**src/rtl/tile_wb_pkg.sv**
```systemverilog
package tile_wb_pkg;

    localparam int WORD_W     = 32;
    localparam int TILE_BEATS = 16;
    localparam int TILE_IDX_W = 6;
    localparam int SKIP_W     = 16;

    localparam logic [31:0] CRC_POLY = 32'h04C1_1DB7;
    localparam logic [31:0] CRC_SEED = 32'hFFFF_FFFF;

    typedef enum logic [0:0] {
        ST_GATHER = 1'b0,
        ST_DRAIN  = 1'b1
    } wb_state_e;

    // Fold one 32-bit word into the running CRC, most significant bit first.
    function automatic logic [31:0] crc32_fold(input logic [31:0] crc_in,
                                               input logic [31:0] word);
        logic [31:0] c;
        logic        fb;
        c = crc_in;
        for (int i = 31; i >= 0; i--) begin
            fb = c[31] ^ word[i];
            c  = {c[30:0], 1'b0};
            if (fb) c = c ^ CRC_POLY;
        end
        return c;
    endfunction

endpackage

```
**src/rtl/tile_sig_crc.sv**
```systemverilog
module tile_sig_crc
    import tile_wb_pkg::*;
(
    input  logic        clk,
    input  logic        rst,
    input  logic        beat_en,
    input  logic        beat_first,
    input  logic [31:0] beat_word,
    output logic [31:0] sig_next
);
    logic [31:0] crc_q;
    logic [31:0] crc_base;

    assign crc_base = beat_first ? CRC_SEED : crc_q;
    assign sig_next = crc32_fold(crc_base, beat_word);

    always_ff @(posedge clk) begin
        if (rst)          crc_q <= CRC_SEED;
        else if (beat_en) crc_q <= sig_next;
    end
endmodule

```
**src/rtl/tile_sig_table.sv**
```systemverilog
module tile_sig_table #(
    parameter int ENTRIES = 64,
    parameter int SIG_W   = 32,
    localparam int IDX_W  = $clog2(ENTRIES)
) (
    input  logic             clk,
    input  logic             rst,
    input  logic             flush,
    input  logic [IDX_W-1:0] rd_idx,
    output logic             rd_valid,
    output logic [SIG_W-1:0] rd_sig,
    input  logic             wr_en,
    input  logic [IDX_W-1:0] wr_idx,
    input  logic [SIG_W-1:0] wr_sig
);
    logic [ENTRIES-1:0] valid_q;
    logic [SIG_W-1:0]   sig_q [ENTRIES];

    assign rd_valid = valid_q[rd_idx];
    assign rd_sig   = sig_q[rd_idx];

    // Flush outranks a same-cycle update: the entry stays invalid.
    always_ff @(posedge clk) begin
        if (rst || flush)  valid_q <= '0;
        else if (wr_en)    valid_q[wr_idx] <= 1'b1;
    end

    always_ff @(posedge clk) begin
        if (wr_en) sig_q[wr_idx] <= wr_sig;
    end

    assert_flush_clears_R7: assert property (@(posedge clk) disable iff (rst)
        flush |=> (valid_q == '0));

    assert_write_sets_R2: assert property (@(posedge clk) disable iff (rst)
        (wr_en && !flush) |=> valid_q[$past(wr_idx)]);
endmodule

```
**src/rtl/tile_beat_buf.sv**
```systemverilog
module tile_beat_buf #(
    parameter int DEPTH   = 16,
    parameter int WIDTH   = 32,
    localparam int ADDR_W = $clog2(DEPTH)
) (
    input  logic              clk,
    input  logic              wr_en,
    input  logic [ADDR_W-1:0] wr_addr,
    input  logic [WIDTH-1:0]  wr_data,
    input  logic [ADDR_W-1:0] rd_addr,
    output logic [WIDTH-1:0]  rd_data
);
    logic [WIDTH-1:0] mem [DEPTH];

    always_ff @(posedge clk) begin
        if (wr_en) mem[wr_addr] <= wr_data;
    end

    assign rd_data = mem[rd_addr];
endmodule

```
**src/rtl/tile_wb_elim.sv**
```systemverilog
module tile_wb_elim
    import tile_wb_pkg::*;
#(
    parameter int BEATS   = TILE_BEATS,
    parameter int IDX_W   = TILE_IDX_W,
    parameter int DATA_W  = WORD_W,
    parameter int CNT_W   = SKIP_W,
    localparam int ENTRIES = 1 << IDX_W,
    localparam int BEAT_W  = $clog2(BEATS)
) (
    input  logic              clk,
    input  logic              rst,
    input  logic              in_valid,
    output logic              in_ready,
    input  logic [DATA_W-1:0] in_data,
    input  logic [IDX_W-1:0]  in_tile,
    input  logic              in_last,
    input  logic              multisample,
    input  logic              sig_flush,
    output logic              out_valid,
    input  logic              out_ready,
    output logic [DATA_W-1:0] out_data,
    output logic [IDX_W-1:0]  out_tile,
    output logic              out_last,
    output logic [CNT_W-1:0]  skip_count
);
    wb_state_e         state_q;
    logic [BEAT_W-1:0] in_cnt_q;
    logic [BEAT_W-1:0] out_cnt_q;
    logic [IDX_W-1:0]  tile_q;
    logic [CNT_W-1:0]  skip_q;

    logic              accept, last_acc, out_fire;
    logic [31:0]       sig_now;
    logic              tbl_valid;
    logic [31:0]       tbl_sig;
    logic              hit;
    logic              tbl_wr;

    assign in_ready = (state_q == ST_GATHER);
    assign accept   = in_valid && in_ready;
    assign last_acc = accept && in_last;

    tile_sig_crc u_crc (
        .clk        (clk),
        .rst        (rst),
        .beat_en    (accept),
        .beat_first (in_cnt_q == '0),
        .beat_word  (in_data),
        .sig_next   (sig_now)
    );

    tile_sig_table #(.ENTRIES(ENTRIES), .SIG_W(32)) u_table (
        .clk      (clk),
        .rst      (rst),
        .flush    (sig_flush),
        .rd_idx   (in_tile),
        .rd_valid (tbl_valid),
        .rd_sig   (tbl_sig),
        .wr_en    (tbl_wr),
        .wr_idx   (in_tile),
        .wr_sig   (sig_now)
    );

    tile_beat_buf #(.DEPTH(BEATS), .WIDTH(DATA_W)) u_buf (
        .clk     (clk),
        .wr_en   (accept),
        .wr_addr (in_cnt_q),
        .wr_data (in_data),
        .rd_addr (out_cnt_q),
        .rd_data (out_data)
    );

    // A same-cycle flush makes the lookup count as invalid.
    assign hit    = tbl_valid && !sig_flush && !multisample && (tbl_sig == sig_now);
    assign tbl_wr = last_acc && !hit && !multisample;

    assign out_valid = (state_q == ST_DRAIN);
    assign out_tile  = tile_q;
    assign out_last  = out_valid && (out_cnt_q == BEAT_W'(BEATS - 1));
    assign out_fire  = out_valid && out_ready;
    assign skip_count = skip_q;

    always_ff @(posedge clk) begin
        if (rst) begin
            state_q   <= ST_GATHER;
            in_cnt_q  <= '0;
            out_cnt_q <= '0;
            tile_q    <= '0;
            skip_q    <= '0;
        end else begin
            if (accept) in_cnt_q <= last_acc ? '0 : in_cnt_q + 1'b1;
            unique case (state_q)
                ST_GATHER: begin
                    if (last_acc) begin
                        if (hit) begin
                            skip_q <= skip_q + 1'b1;
                        end else begin
                            state_q   <= ST_DRAIN;
                            tile_q    <= in_tile;
                            out_cnt_q <= '0;
                        end
                    end
                end
                ST_DRAIN: begin
                    if (out_fire) begin
                        out_cnt_q <= out_cnt_q + 1'b1;
                        if (out_last) state_q <= ST_GATHER;
                    end
                end
                default: state_q <= ST_GATHER;
            endcase
        end
    end

    assert_last_align_R1: assert property (@(posedge clk) disable iff (rst)
        (accept && in_last) |-> (in_cnt_q == BEAT_W'(BEATS - 1)));

    assert_skip_or_write_R4: assert property (@(posedge clk) disable iff (rst)
        last_acc |=> (out_valid || (skip_count == $past(skip_count) + 1'b1)));

    assert_hold_R6: assert property (@(posedge clk) disable iff (rst)
        (out_valid && !out_ready) |=> (out_valid && $stable(out_data) &&
                                       $stable(out_tile) && $stable(out_last)));

    assert_stall_R6: assert property (@(posedge clk) disable iff (rst)
        out_valid |-> !in_ready);

    assert_bypass_R8: assert property (@(posedge clk) disable iff (rst)
        (last_acc && multisample) |=> out_valid);

    assert_skip_step_R9: assert property (@(posedge clk) disable iff (rst)
        (skip_count == $past(skip_count)) || (skip_count == $past(skip_count) + 1'b1));
endmodule

```
**config.mk**
```make
export PLATFORM = sky130hd
export DESIGN_NAME = tile_wb_elim
export DESIGN_NICKNAME = d
export VERILOG_FILES = /design/src/rtl/tile_wb_pkg.sv /design/src/rtl/tile_sig_crc.sv /design/src/rtl/tile_sig_table.sv /design/src/rtl/tile_beat_buf.sv /design/src/rtl/tile_wb_elim.sv
export SDC_FILE = /design/constraint.sdc
export NUM_CORES = 2
export LEC_CHECK = 0
export BUFFER_PORTS_ARGS = -buffer_cell sky130_fd_sc_hd__buf_2
export CAP_MARGIN = 20
export CORE_MARGIN = 5
export CORE_UTILIZATION = 30
export DETAILED_ROUTE_END_ITERATION = 10
export PLACE_DENSITY_LB_ADDON = 0.08
export RECOVER_POWER = 50
export SLEW_MARGIN = 40
export SYNTH_ARGS = -nofsm -noshare
export SYNTH_HDL_FRONTEND = slang
export SYNTH_SLANG_ARGS = --single-unit
```
**constraint.sdc**
```tcl
create_clock -name clk -period 18.3 [get_ports clk]
set_clock_uncertainty 0.2 [all_clocks]
set_input_delay 3.66 -clock clk [delete_from_list [all_inputs] [get_ports clk]]
set_output_delay 3.66 -clock clk [all_outputs]
set_load 0.1 [all_outputs]
```
* Yosys cells after proc, flatten, opt, wreduce, memory -nomap -nowiden
Memory sizes are Yosys's and may differ from the RTL's. A register that Yosys moved wholly into a read port is not among the register bits.
Cells that the tools add are included.
** Storage, ports and cells
- Register bits :: 127
- Latch bits :: 0
- Bits in writable memories :: 2560
- ROM bits :: 0
- Output and inout bits :: 57
- Memories kept :: 2
** Memories
- u_table.sig_q :: words 64, width 32, rd ports 1, clocked after Yosys merged registers in 0, wr ports 1, line tile_sig_table.sv:17 : logic [SIG_W-1:0] sig_q [ENTRIES];
- u_buf.mem :: words 16, width 32, rd ports 1, clocked after Yosys merged registers in 1, wr ports 1, line tile_beat_buf.sv:13 : logic [WIDTH-1:0] mem [DEPTH];
** Operators by class
- $add $sub $neg :: 3
- $mul :: 0
- Div/mod/pow operators :: 0
- Order comparisons :: 2
- Equal/unequal tests :: 5
- Shift-type cells :: 0
- Muxes and demuxes :: 53
- Bitwise operators :: 67
- Reduce and logical (&&, ||, !) cells :: 18
** Operators by type and width (count)
- $mux 27 :: 32
- $not 14->14 :: 32
- $or 64x64->64 :: 1
- $eq 32x32->1 :: 1
- $mux 32 :: 1
- $xor 1x1->1 :: 32
- $mux 4 :: 6
- $add 16x1->16 const B :: 1
- $logic_and 1x1->1 :: 10
- $mux 1 :: 10
- $reduce_and 3->1 :: 3
- $add 4x1->4 const B :: 2
- $pmux 4 s2 :: 1
- $lt 6x7->1 const B :: 1
- $bmux 1 s6 :: 1
- $demux 1 s6 :: 1
- $ge 6x1->1 const B :: 1
- $eq 4x4->1 const B :: 1
- $logic_not 4->1 :: 1
- $ne 2x1->1 const B :: 2
- $logic_not 1->1 :: 3
- $ne 2x2->1 const B :: 1
- $not 1->1 :: 2
- $pmux 1 s2 :: 1
- $logic_or 1x1->1 :: 1

* Longest topological paths before layout
- Word-level depth :: 73
- Mapped depth :: 23

* By module
Synthesis repeated with hierarchy kept, for this count alone.
** Unflattened totals
- Cells, all modules :: 5085
- Area, all modules :: 106011.7 um^2
** By module, submodules not included
- tile_sig_table :: times used 1, cells an instance 3586, area an instance 80148.1 um^2
- tile_beat_buf :: times used 1, cells an instance 806, area an instance 19213.4 um^2
- tile_sig_crc :: times used 1, cells an instance 456, area an instance 4710.8 um^2
- tile_wb_elim :: times used 1, cells an instance 237, area an instance 1939.4 um^2

* Least setup slack after synthesis
No wires, ideal clock.
- Kind :: input to register
- Start :: input port in_data[28]
- End :: memory u_table.sig_q[12][0], enable pin
- Data arrival time :: 12648 ps
- Slack :: 4947 ps
- Stages :: 15
- Cells stage by stage :: and4bb_2 a211oi_4 xnor2_1 xor3_1 xor3_1 xor3_2 xor2_2 xnor2_1 xnor2_1 a211oi_1 or4b_1 o31ai_1 clkbuf_1 buf_2 nor4_1
** Between the ends
- Elaborated cells on any way between the ends :: 81
** RTL lines
- from (decl) :: line tile_wb_elim.sv:15 : input logic [DATA_W-1:0] in_data,
- $xor 1x1->1 * :: line tile_wb_pkg.sv:23 : fb = c[31] ^ word[i];
- $mux 27 * :: line tile_wb_pkg.sv:25 : if (fb) c = c ^ CRC_POLY;
- $mux 27 (5 in a row) :: line tile_wb_pkg.sv:25
- $not 14->14 (no source line)
- $mux 27 :: line tile_wb_pkg.sv:25
- $not 14->14 (no source line)
- $mux 27 (3 in a row) :: line tile_wb_pkg.sv:25
- $not 14->14 (no source line)
- (+23 left out)
- $mux 27 * :: line tile_wb_pkg.sv:25
- net sig_now[12] :: line tile_wb_elim.sv:34 : logic [31:0] sig_now;
- $eq 32x32->1 * :: line tile_wb_elim.sv:75 : assign hit = tbl_valid && !sig_flush && !multisample && (tbl_sig == sig_now);
- $logic_and 1x1->1 * :: line tile_wb_elim.sv:75
- $logic_not 1->1 * :: line tile_wb_elim.sv:76 : assign tbl_wr = last_acc && !hit && !multisample;
- $logic_and 1x1->1 * (2 in a row) :: line tile_wb_elim.sv:76
- $mux 1 * :: line tile_sig_table.sv:29 : if (wr_en) sig_q[wr_idx] <= wr_sig;
- $mux 1 (not written as such) * :: line tile_sig_table.sv:29
- to (decl) :: line tile_sig_table.sv:17
Mark *: on every way through the listed nets, which the timed path passes. The rest lies on a longest branch.

* Final worst setup path
- Start :: input port in_data[26]
- End :: memory u_table.sig_q[7][6], enable pin
** Between the ends
- Elaborated cells on any way between the ends :: 75
** RTL lines (line)
- $xor 1x1->1 * :: tile_wb_pkg.sv:23
- $mux 27 * (3 in a row) :: tile_wb_pkg.sv:25
- $not 14->14 (no source line) / $mux 27 (equally long branches)
- $mux 27 * :: tile_wb_pkg.sv:25
- $xor 1x1->1 / $mux 27 (equally long branches) :: tile_wb_pkg.sv:23, tile_wb_pkg.sv:25
- $mux 27 :: tile_wb_pkg.sv:25
- $mux 27 * (3 in a row) :: tile_wb_pkg.sv:25
- $not 14->14 (no source line) / $mux 27 (equally long branches)
- (+13 left out)
- $mux 27 * :: tile_wb_pkg.sv:25
- net sig_now[29] :: tile_wb_elim.sv:34
- $eq 32x32->1 * :: tile_wb_elim.sv:75
- $logic_and 1x1->1 * :: tile_wb_elim.sv:75
- $logic_not 1->1 * :: tile_wb_elim.sv:76
- $logic_and 1x1->1 * (2 in a row) :: tile_wb_elim.sv:76
- $mux 1 * :: tile_sig_table.sv:29
- $mux 1 (not written as such) * :: tile_sig_table.sv:29
Marks and branches as above.

==> results.md <==
- CTS clk-pin slew, worst paths: 60 ps
- Router iterations before antenna repair: 5
- Maximum buffer depth of the clock tree: 4
- FF-to-FF End: u_table.sig_q[7][6]$_DFFE_PP_
- Cells after synthesis: 5785
- Starting Density: 30.2%
- Number of DRC markers after the initial detailed-route iteration: 6903
- Setup repair after global routing missed its margin: false
- Number of input and output port buffers inserted: 101
- Min-delay worst type: register to register
- Via count of the first global-routing pass: 59.4k
- Number of routed nets with antenna violations: 0
- CP endpoint kind: register
- Worst-path cell chain: clkbuf_1 > nor2_1 > a211oi_1 > xnor2_1 > xnor3_1 > xor3_1 > xnor2_1 > xnor3_1 > xnor2_1 > buf_4 > xnor2_1 > nand4_1 > or4_1 > o31ai_4 > buf_12 > buf_16 > nor4_2 > buf_4
- Clock latency on the worst-skew pair: 940 ps
- Setup TNS: 0 ps
- Slowest library cell on the worst path: xnor2_1
- DRC Markers: 0
- Area added between synthesis and finish: 16.9%
- Fraction of layout cells with a size suffix above 1: 22.4%
- Per-cell via count in the routed design: 5.37
- Max-cap viol count: 56
- Maximum number of pins on one net before global-route repair: 105
- Number of register bits inferred by synthesis: 2691
- Overall track demand over capacity in global routing: 21.8%
- Worst slew margin: -224%
- Avg Inst Size Synth: 18.4 um^2
- Boundary pin count: 102
- Count of final setup violators: 0
- CTS root buf: clkbuf_16
- Net count after synthesis: 5836
- Register-to-register setup slack: 7050 ps
- Clock tree from TritonCTS: yes
- Launch instance of the worst register-to-register path: in_cnt_q[0]$_SDFFE_PP0P_
- Number of buffers created by CTS: 311
- Warnings from Yosys: 0
- Number of flops mapped to enable cells by yosys: 2560
- Net total in the final layout: 6212
- Crit path arrival time: 13380 ps
- Die Height: 606 um
- Wire length per cell: 36.8 um
- Slowest cell delay on critical path: 1580 ps
- Worst Min Path Start: u_table.valid_q[31]$_SDFFE_PP0P_
- Via total after detailed routing: 59.8k
- Gates resized, CTS repair: 0
- CTS H-tree lvls: 5
- Register area share after synthesis: 74.7%
- Final critical-path required period: 13040 ps
- Hold bufs inserted after CTS: 0
- Period Utilization, post-route: 71.3%
- Count of buffers added by post-CTS timing repair for setup: 0
- Detailed placer's ending HPWL: 245 mm
- Synth unique cells: 79
- Required time of the critical path: 18640 ps
- Final max-slew violation count: 2039
- Critical Path Start Type: input port
- Worst reg2reg path depth: 20
- Detailed Route WL: 410 mm
- Final weighted congestion in routability-driven placement: 0.872
- Number of hold violations in the final report: 0
- Number of placement rows: 218
- Overall overflow remaining after global route: 0
- Violations in the final reports: capacitance limit, slew limit
- Area of the core: 353000 um^2
- Sink of the worst hold path: u_table.valid_q[31]$_SDFFE_PP0P_
- Antenna violations before repair: 37
- Number of clock sinks: 2691
- Transition time at the pin with the least slew margin: 4860 ps
- Critical setup path kind: input port to register
- Outcome: finished, violations left
- Async set or reset register ratio after synthesis: 0%
- Wire length of the first global-routing pass: 550 mm
- Highest Clock Rate: 76.7 MHz
- Die area: 367000 um^2
- Primary FF master, synth: edfxtp_1
- Filler Cell Count: 33.6k
- Top library cells by usage in the layout, fill and taps aside: edfxtp_1 (2560), mux4_2 (323), clkbuf_16 (318)
- Hold Path Stages: 1
- Cell Area, Synth: 106000 um^2
- Die boundary width: 606 um
- Leading cell type in the layout, fill and taps excluded: edfxtp_1
- Crit-path most repeated cell: xnor2_1
- Maximum net fanout on the critical path: 51
routing by layer:
layer	up-vias	wire (um)	GRT usage (%)
li1	24561	-	-
met1	32476	173000	29.3
met2	2166	195000	35.9
met3	569	25300	3.64
met4	18	16800	7.58
met5	-	117	0
per-stage QoR:
stage               util (%)  setup WS, ps  instances  hold slack (ps)  instance area, um^2
floorplan                  -          4950       5785              235               106000
global placement        32.5          6080      10554              241               115000
detailed placement      32.7          6480      10575              250               115000
CTS                     35.4          7460      11125              263               125000
global route            35.2          4770      11129              272               124000
finish                  35.2          5260      11138              262               124000
synth_stat cells (7+ instances only):
cell | number | share of area (%)
xor3_1 | 14 | 0.31
nand2_1 | 200 | 0.71
xnor3_1 | 49 | 1.0
a21oi_1 | 153 | 0.72
xnor2_2 | 10 | 0.15
mux2i_1 | 165 | 1.6
and3_1 | 8 | 0.047
o22a_1 | 18 | 0.15
edfxtp_1 | 2560 | 72
a211o_1 | 7 | 0.058
a22oi_1 | 41 | 0.29
o221ai_1 | 170 | 1.4
a221oi_1 | 32 | 0.26
xor2_1 | 48 | 0.40
a222oi_1 | 20 | 0.19
mux4_2 | 323 | 6.8
o21a_1 | 64 | 0.45
buf_2 | 12 | 0.056
inv_1 | 18 | 0.063
dfxtp_1 | 131 | 2.5
or4_1 | 8 | 0.056
and2_1 | 21 | 0.12
a211oi_1 | 11 | 0.078
o21bai_1 | 9 | 0.063
o22ai_1 | 318 | 1.9
nor3_1 | 30 | 0.14
o31ai_1 | 11 | 0.078
nand4_1 | 12 | 0.071
nand3_1 | 25 | 0.12
nor2_1 | 200 | 0.71
nand3b_1 | 19 | 0.13
or2_2 | 8 | 0.047
clkbuf_1 | 262 | 0.92
mux2_2 | 192 | 2.0
o21ai_0 | 142 | 0.67
a211oi_4 | 8 | 0.15
xnor2_1 | 155 | 1.3
nor4_1 | 75 | 0.44
buf_1 | 93 | 0.33
a32oi_1 | 13 | 0.11
nor4bb_1 | 11 | 0.10
or3_1 | 14 | 0.082
state kept, by name (all words and copies together), names as in the netlist, named ones only:
name / count
in_cnt_q: 4
u_buf.mem: 512
out_valid: 1
u_crc.crc_q: 32
out_cnt_q: 4
skip_count: 16
u_table.sig_q: 2048
u_table.valid_q: 64
out_tile: 6
worst max-delay path by stage:
| stage | start | end | depth (start not counted) |
|---|---|---|---|
| floorplan | in_data[28] | u_table.sig_q[12][0]$_DFFE_PP_ | 15 |
| global placement | in_data[24] | u_table.valid_q[48]$_SDFFE_PP0P_ | 18 |
| detailed placement | in_data[30] | u_table.sig_q[48][29]$_DFFE_PP_ | 19 |
| CTS | in_data[30] | u_table.sig_q[48][29]$_DFFE_PP_ | 19 |
| global route | in_data[26] | u_table.sig_q[2][23]$_DFFE_PP_ | 18 |
| finish | in_data[26] | u_table.sig_q[7][6]$_DFFE_PP_ | 18 |
worst max-delay path, delay by kind of cell:
kind,cells,cell delay (ps)
buffers and inverters,5,2590
AOI/OAI and AO/OA,2,1390
and+or+nand+nor,4,960
xor gates and xnor gates,7,4490
cells by family after synthesis:
family	count (synthesis)	share of synthesized area, %
flops	2691	74.7
compound gates	1066	6.96
mux	680	10.4
simple gates	666	3.06
buf+inv	391	1.42
xor+xnor	285	3.36
fa+ha+maj	6	0.0705
layout make-up:
class | instances | area (um^2) | share of cell area, %
Antenna cell | 10 | 25.0 | 0.0201
Clock buffer | 413 | 8390 | 6.75
Clock inverter | 137 | 1250 | 1.01
Inverter | 20 | 87.6 | 0.0704
Multi-Input combinational cell | 2703 | 26300 | 21.2
Sequential cell | 2691 | 79500 | 63.9
Tap cell | 4730 | 5920 | 4.76
Timing Repair Buffer | 434 | 2880 | 2.32
Power is not shown: default switching activity piles up to over one toggle a cycle in this logic, so the estimate is an artifact.
